<file path="src/rtl/afifo_pkg.sv">
// Shared constants and helpers for the audio queue pair.
// Assumes 32-bit data words and byte-granular sample widths.
package afifo_pkg;
    localparam int DATA_W = 32;
    localparam int ERR_N  = 4;

    // Bit positions of the sticky error flags
    localparam int ERR_RX_OVF = 0;
    localparam int ERR_RX_UNF = 1;
    localparam int ERR_TX_OVF = 2;
    localparam int ERR_TX_UNF = 3;

    // Reverse the four bytes of a word
    function automatic logic [DATA_W-1:0] byte_rev(input logic [DATA_W-1:0] d);
        return {d[7:0], d[15:8], d[23:16], d[31:24]};
    endfunction

    // Shift distance (32 - width) for width code 0..3 = 8..32 bits
    function automatic logic [4:0] pad_bits(input logic [1:0] wlen);
        return {~wlen, 3'b000};
    endfunction
endpackage

</file>
<file path="src/rtl/afifo_queue.sv">
// Synchronous word queue with fill count and error pulses.
// Assumes DEPTH is a power of two. The flush input empties the queue
// and blocks all traffic. An empty queue presents zero on rdata.
module afifo_queue #(
    parameter int DEPTH = 32,
    parameter int W     = 32,
    localparam int AW   = $clog2(DEPTH),
    localparam int CW   = AW + 1
) (
    input  logic          clk,
    input  logic          rst_n,
    input  logic          flush,
    input  logic          push,
    input  logic [W-1:0]  wdata,
    input  logic          pop,
    output logic [W-1:0]  rdata,
    output logic [CW-1:0] count,
    output logic          ovf,
    output logic          unf
);
    localparam logic [CW-1:0] FULL_CNT = CW'(DEPTH);

    logic [W-1:0]  mem [DEPTH];
    logic [AW-1:0] wr_ptr, rd_ptr;
    logic          full, empty, do_push, do_pop;

    // Accept decisions, taken on the count at the start of the cycle
    always_comb begin
        full    = (count == FULL_CNT);
        empty   = (count == '0);
        do_push = push && !full && !flush;
        do_pop  = pop && !empty && !flush;
        ovf     = push && full && !flush;
        unf     = pop && empty && !flush;
        rdata   = empty ? '0 : mem[rd_ptr];
    end

    // Pointer and count update
    always_ff @(posedge clk) begin
        if (!rst_n || flush) begin
            wr_ptr <= '0;
            rd_ptr <= '0;
            count  <= '0;
        end else begin
            if (do_push) wr_ptr <= wr_ptr + 1'b1;
            if (do_pop)  rd_ptr <= rd_ptr + 1'b1;
            case ({do_push, do_pop})
                2'b10:   count <= count + 1'b1;
                2'b01:   count <= count - 1'b1;
                default: count <= count;
            endcase
        end
    end

    // Storage write
    always_ff @(posedge clk) begin
        if (do_push) mem[wr_ptr] <= wdata;
    end

    a_r2_count_bound: assert property (@(posedge clk) disable iff (!rst_n)
        count <= FULL_CNT);
    a_r5_full_push_dropped: assert property (@(posedge clk) disable iff (!rst_n)
        (push && !pop && count == FULL_CNT && !flush) |=> count == FULL_CNT);
    a_r9_flush_empties: assert property (@(posedge clk) disable iff (!rst_n)
        flush |=> count == '0);
endmodule

</file>
<file path="src/rtl/afifo_fmt.sv">
// Word formatter between the processor layout and the serializer layout.
// RX_DIR=0: processor word -> optional byte reversal -> left shift.
// RX_DIR=1: serializer word -> right shift with zero fill -> optional reversal.
module afifo_fmt
    import afifo_pkg::*;
#(
    parameter bit RX_DIR = 1'b0
) (
    input  logic [DATA_W-1:0] din,
    input  logic              swap,
    input  logic              rjust,
    input  logic [1:0]        wlen,
    output logic [DATA_W-1:0] dout
);
    logic [4:0] sh;
    assign sh = pad_bits(wlen);

    generate
        if (RX_DIR) begin : g_rx
            logic [DATA_W-1:0] aligned;
            // Move the sample down, then reorder bytes
            always_comb begin
                aligned = rjust ? (din >> sh) : din;
                dout    = swap ? byte_rev(aligned) : aligned;
            end
        end else begin : g_tx
            logic [DATA_W-1:0] ordered;
            // Reorder bytes, then move the sample up
            always_comb begin
                ordered = swap ? byte_rev(din) : din;
                dout    = rjust ? (ordered << sh) : ordered;
            end
        end
    endgenerate
endmodule

</file>
<file path="src/rtl/afifo_errs.sv">
// Sticky error flags: set by event pulses, cleared by writing 0.
// An event in the same cycle as its clear wins; soft reset clears all.
module afifo_errs #(
    parameter int N = 4
) (
    input  logic         clk,
    input  logic         rst_n,
    input  logic         srst,
    input  logic [N-1:0] evt,
    input  logic         clr_we,
    input  logic [N-1:0] clr_data,
    output logic [N-1:0] flags
);
    genvar i;
    generate
        for (i = 0; i < N; i++) begin : g_flag
            // One sticky bit
            always_ff @(posedge clk) begin
                if (!rst_n || srst)              flags[i] <= 1'b0;
                else if (evt[i])                 flags[i] <= 1'b1;
                else if (clr_we && !clr_data[i]) flags[i] <= 1'b0;
            end

            a_r7_event_wins: assert property (@(posedge clk) disable iff (!rst_n)
                (evt[i] && !srst) |=> flags[i]);
            a_r7_zero_clears: assert property (@(posedge clk) disable iff (!rst_n)
                (clr_we && !clr_data[i] && !evt[i]) |=> !flags[i]);
        end
    endgenerate
endmodule

</file>
<file path="src/rtl/afifo_top.sv">
// Audio queue pair: transmit and receive queues, threshold requests,
// sticky errors and word formatting. Single clock; DEPTH a power of two.
module afifo_top
    import afifo_pkg::*;
#(
    parameter int DEPTH = 32,
    localparam int TW   = $clog2(DEPTH),
    localparam int CW   = TW + 1
) (
    input  logic              clk,
    input  logic              rst_n,
    input  logic              cpu_wr,
    input  logic [DATA_W-1:0] cpu_wdata,
    input  logic              cpu_rd,
    output logic [DATA_W-1:0] cpu_rdata,
    input  logic              ser_push,
    input  logic [DATA_W-1:0] ser_wdata,
    input  logic              ser_pop,
    output logic [DATA_W-1:0] ser_tdata,
    input  logic [TW-1:0]     cfg_rx_thr,
    input  logic [TW-1:0]     cfg_tx_thr,
    input  logic              cfg_rx_hold,
    input  logic              cfg_tx_hold,
    input  logic              cfg_soft_rst,
    input  logic              cfg_swap,
    input  logic              cfg_rjust,
    input  logic [1:0]        cfg_wlen,
    input  logic              cfg_rx_ie,
    input  logic              cfg_tx_ie,
    input  logic [ERR_N-1:0]  cfg_err_ie,
    input  logic              err_clr_we,
    input  logic [ERR_N-1:0]  err_clr_data,
    output logic [CW-1:0]     rx_count,
    output logic [CW-1:0]     tx_count,
    output logic              rx_req,
    output logic              tx_req,
    output logic              idle,
    output logic [ERR_N-1:0]  err_flags,
    output logic              irq_rx,
    output logic              irq_tx,
    output logic              irq_err
);
    localparam logic [CW-1:0] FULL_CNT = CW'(DEPTH);

    logic [DATA_W-1:0] rx_head, tx_head, tx_in;
    logic              rx_ovf, rx_unf, tx_ovf, tx_unf;
    logic [ERR_N-1:0]  evt;
    logic [CW-1:0]     tx_free;

    // Processor words are stored raw; formatting is applied at the serializer
    assign tx_in = cpu_wdata;

    afifo_queue #(.DEPTH(DEPTH), .W(DATA_W)) u_rxq (
        .clk(clk), .rst_n(rst_n), .flush(cfg_rx_hold || cfg_soft_rst),
        .push(ser_push), .wdata(ser_wdata), .pop(cpu_rd),
        .rdata(rx_head), .count(rx_count), .ovf(rx_ovf), .unf(rx_unf));

    afifo_queue #(.DEPTH(DEPTH), .W(DATA_W)) u_txq (
        .clk(clk), .rst_n(rst_n), .flush(cfg_tx_hold || cfg_soft_rst),
        .push(cpu_wr), .wdata(tx_in), .pop(ser_pop),
        .rdata(tx_head), .count(tx_count), .ovf(tx_ovf), .unf(tx_unf));

    afifo_fmt #(.RX_DIR(1'b1)) u_rxfmt (
        .din(rx_head), .swap(cfg_swap), .rjust(cfg_rjust), .wlen(cfg_wlen),
        .dout(cpu_rdata));

    afifo_fmt #(.RX_DIR(1'b0)) u_txfmt (
        .din(tx_head), .swap(cfg_swap), .rjust(cfg_rjust), .wlen(cfg_wlen),
        .dout(ser_tdata));

    // Gather error pulses into flag positions
    always_comb begin
        evt             = '0;
        evt[ERR_RX_OVF] = rx_ovf;
        evt[ERR_RX_UNF] = rx_unf;
        evt[ERR_TX_OVF] = tx_ovf;
        evt[ERR_TX_UNF] = tx_unf;
    end

    afifo_errs #(.N(ERR_N)) u_errs (
        .clk(clk), .rst_n(rst_n), .srst(cfg_soft_rst), .evt(evt),
        .clr_we(err_clr_we), .clr_data(err_clr_data), .flags(err_flags));

    // Threshold requests, idle status and interrupt gating
    always_comb begin
        tx_free = FULL_CNT - tx_count;
        rx_req  = rx_count > {1'b0, cfg_rx_thr};
        tx_req  = tx_free > {1'b0, cfg_tx_thr};
        idle    = (rx_count == '0) && (tx_count == '0);
        irq_rx  = rx_req && cfg_rx_ie;
        irq_tx  = tx_req && cfg_tx_ie;
        irq_err = |(err_flags & cfg_err_ie);
    end

    a_r13_idle_has_tx_room: assert property (@(posedge clk) disable iff (!rst_n)
        idle |-> tx_req);
    a_r6_empty_rx_reads_zero: assert property (@(posedge clk) disable iff (!rst_n)
        (rx_count == '0) |-> cpu_rdata == '0);
    a_r6_empty_tx_reads_zero: assert property (@(posedge clk) disable iff (!rst_n)
        (tx_count == '0) |-> ser_tdata == '0);
    a_r10_soft_rst_clears: assert property (@(posedge clk) disable iff (!rst_n)
        cfg_soft_rst |=> (err_flags == '0 && idle));
endmodule

</file>
<file path="config.mk">
export PLATFORM = sky130hd
export DESIGN_NAME = afifo_top
export DESIGN_NICKNAME = d
export VERILOG_FILES = /design/src/rtl/afifo_pkg.sv /design/src/rtl/afifo_queue.sv /design/src/rtl/afifo_fmt.sv /design/src/rtl/afifo_errs.sv /design/src/rtl/afifo_top.sv
export SDC_FILE = /design/constraint.sdc
export NUM_CORES = 2
export LEC_CHECK = 0
export ABC_AREA = 1
export BUFFER_PORTS_ARGS = -buffer_cell sky130_fd_sc_hd__clkbuf_2
export CELL_PAD_IN_SITES_DETAIL_PLACEMENT = 1
export CELL_PAD_IN_SITES_GLOBAL_PLACEMENT = 2
export CORE_MARGIN = 1
export CORE_UTILIZATION = 27
export DETAILED_ROUTE_END_ITERATION = 8
export MAX_ROUTING_LAYER = met4
export PLACE_DENSITY = 0.65
export SKIP_CTS_REPAIR_TIMING = 1
export SYNTH_ARGS = -nofsm -noshare
export SYNTH_HDL_FRONTEND = slang
export SYNTH_SLANG_ARGS = --single-unit
export TNS_END_PERCENT = 50
</file>
<file path="constraint.sdc">
create_clock -name clk -period 3.9 [get_ports clk]
set_input_delay 0.195 -clock clk [delete_from_list [all_inputs] [get_ports clk]]
set_output_delay 0.195 -clock clk [all_outputs]
set_load 0.01 [all_outputs]
</file>
==> summary.txt <==
Run status
  • Status: finished with violations
  • Failing checks: hold timing

Placement
  • Dpl hpwl: around 180000 um
  • Placed cells: ~12000
  • DP Area: ~94000 um2
  • GPL Wtd Cong: around 0.79
  • Place WS: ~0.44 ns
  • Number of port buffers: between 150 and 200

Synth
  • Synthesis Warnings: 0
  • Avg Inst Size Synth: 11.6 um2
  • Commonest cells in the netlist: nand2_1, edfxtp_1, nand3_1, nor2_1, o21ai_0
  • Sequential area share after synthesis: between 70% and 80%
  • Synthesized flop and latch total: ~2100
  • Async S/R FF share, synth: 0%
  • EDFF count, synth: 2048
  • Top_reg_cell synth: edfxtp_1
  • Post-Syn Area: roughly 87000 um2
  • Count leader, synth: nand2_1
  • Synth area leaders: edfxtp_1, nand2_1, nand3_1
  • Cell taking the most area after synthesis: edfxtp_1
  • Post-synthesis cell type count: 43
  • Post-synth top area share: around 71%
  • Synth Instances: approximately 7500
  • Post-synth net total: 7653

Hold path
  • Hold Path Origin: ser_push
  • Hold path endpoint: u_rxq.wr_ptr[0]$_SDFFE_PP0P_
  • Hold path depth: 5
  • Hold crit path type: in -> reg

Die
  • Initial Utilization: approximately 27%
  • Die area: around 330000 um2
  • Die width: 570 um
  • Core area: roughly 320000 um2
  • Die height: 570 um
  • # IOs: approximately 180
  • Rows: roughly 210

Worst setup path
  • CP Launch Type: flip-flop
  • Max FO, Critical Path: 31
  • Required @ worst endpoint: around 3.7 ns
  • R2r worst-path depth: 10
  • Setup Crit Path Kind: reg -> out
  • FF-to-FF Start: u_txq.count[0]$_SDFFE_PP0P_
  • Crit end category: output port
  • Arr. time, crit path: 3.70 ns
  • R2r setup slk: approximately 0.55 ns
  • Worst flop-to-flop path endpoint: u_txq.mem[20][16]$_DFFE_PP_

STA
  • Smallest hold slack: -0.0429 ns
  • Final min period: 3.90 ns
  • Fmax: ~0.26 GHz
  • RSZ-0062 raised after global routing: yes
  • Final hold vios: 168
  • Pin slew with the least headroom to its limit: 1.16 ns
  • Worst slew margin: between 20% and 30%
  • TNS Setup: 0 ns
  • Fin worst setup slack: between 0.004 and 0.005 ns
  • Fin. max-slew vios: 0
  • Setup Viol. Count Final: 0
  • Clock Skew: between 0.06 and 0.07 ns
  • Period utilization: approximately 100%

Global route
  • First-pass GRT wire length: about 460000 um
  • Largest net degree at the start of global routing: 130
  • GR Overflow Total: 0
  • Vias in the first global route: 61500
  • Tot GR Track Use: 19.8%
  • Initial antenna violation count: 31

Routing
  • Remaining DRCs: 0
  • Met3 wire len: around 15000 um
  • Initial DRC Count: between 5000 and 6000
  • TritonRoute pass-1 iters: 5
  • Vias: around 62000
  • Met2 WL: 168000 um
  • Met1 WL: between 100000 and 150000 um
  • Wirelength, routed: around 330000 um
  • Routed Antenna Nets: 0
  • Routed WL per cell: 26.9 um
  • Top Layer Used: met4
  • Drt via density: between 4 and 5

Clock network
  • Clock Sinks: ~2100
  • CTS tree: yes
  • CTS Buf Count: ~230
  • Clk buf depth: 4
  • Clock-pin transition on the worst setup and hold timing paths: around 0.070 ns
  • Skew-Pair Late Insertion Delay: 0.91 ns
  • Root buffer cell: clkbuf_16
  • H-tree depth: 4

Layout
  • Final Core Density: about a third
  • Nets@finish: 7973
  • Final instance area: just over 100000 um2
  • Fillers: ~35000
  • Non-filler cells, final: 12400
  • Share of cells above drive strength 1: around 12%
  • Area delta synth->final: 19.0%

Power
  • Pwr/cell area: 455 nW/um2
  • P_leak: about 36 nW
  • Overall power: around 47 mW
  • Max VDD drop: roughly 0.38 mV

Job
  • Max_cap viols: 0
==> where the power goes <==
| part | internal [mW] | switching [mW] | leakage (nW) |
|---|---|---|---|
| registers | 24.7 | 0.00902 | 18.8 |
| logic | 0.244 | 0.875 | 14.0 |
| clock network | 12.2 | 9.13 | 3.53 |
| total | 37.2 | 10.0 | 36.3 |
==> worst max-delay path, stage by stage, from the launching register on <==
cell and delay [ns]:
dfxtp_4 0.40, buf_12 0.17, buf_8 0.15, clkbuf_16 0.23, o21ai_0 0.11, o22ai_1 0.10, o21ai_1 0.14, nor2_1 0.06
o211ai_1 0.89, nand2_1 0.23, nand3_1 0.13, nand2_1 0.06, buf_4 0.15
==> worst max-delay path by stage <==
stage | start | to | slack [ns] | cells after the start
after global placement | flip-flop | ser_tdata[16] | 0.42 | 15
after global routing | flip-flop | ser_tdata[28] | -0.06 | 16
final | flip-flop | cpu_rdata[0] | 0.004 | 12
after detailed placement | flip-flop | ser_tdata[16] | 0.44 | 15
after floorplan | u_txq.count[0]$_SDFFE_PP0P_ | u_txq.mem[3][0]$_DFFE_PP_ | 0.09 | 7
after CTS | flip-flop | ser_tdata[16] | -0.53 | 15
==> per-layer routing <==
| layer | vias to the layer above | track usage [%] |
|---|---|---|
| met5 | - | - |
| met4 | 0 | 5.65 |
| met3 | 466 | 2.13 |
| met2 | 1526 | 34.3 |
| met1 | 32300 | 24.4 |
| li1 | 27400 | - |
==> cell usage in the layout (no fill, tap or decap), types with 13 or more instances in the layout <==
cell type	count
nor2_1	344
nand3_1	1392
buf_4	192
buf_16	17
clkinv_1	65
ha_1	25
inv_1	76
nand4_1	46
edfxtp_1	2048
bufinv_16	19
clkinv_2	45
clkbuf_2	179
a21oi_1	78
o221ai_1	32
o21ai_1	86
buf_12	76
o211ai_1	25
clkbuf_16	256
nand3_2	41
nor2_4	63
nand2_1	2334
buf_6	14
clkbuf_1	52
diode_2	16
o21ai_0	235
dfxtp_1	36
nand2_2	13
o22ai_1	71
dlygate4sd3_1	50
==> area by class of cell <==
cell class	count	area, um2	share of cell area, %
flip-flops and latches	2094	62500	60.2
multi-input cells	4858	22400	21.6
clock buffers	287	6080	5.86
repair buffers	560	5650	5.45
well taps	4305	5390	5.19
clock inverters	136	1120	1.08
inverters	95	489	0.472
repair inverters	8	113	0.109
diodes	16	40.0	0.0386
==> cells by family after synthesis <==
group,after synthesis,share of synthesized area [%]
AND/OR/NAND/NOR,4264,20.7
flip-flops,2094,71.6
buffers and inverters,578,3.67
AO/OA/AOI/OAI,552,3.55
adder cells (fa/ha/maj),25,0.359
XOR/XNOR,17,0.171
==> registers in the layout, indices dropped and copies added, names as in the netlist, named ones only <==
register	count
u_errs.flags	4
u_rxq.count	6
u_rxq.mem	1024
u_rxq.rd_ptr	5
u_rxq.wr_ptr	5
u_txq.count	6
u_txq.mem	1024
u_txq.rd_ptr	5
u_txq.wr_ptr	5
Power figures use the tool's default switching activity.
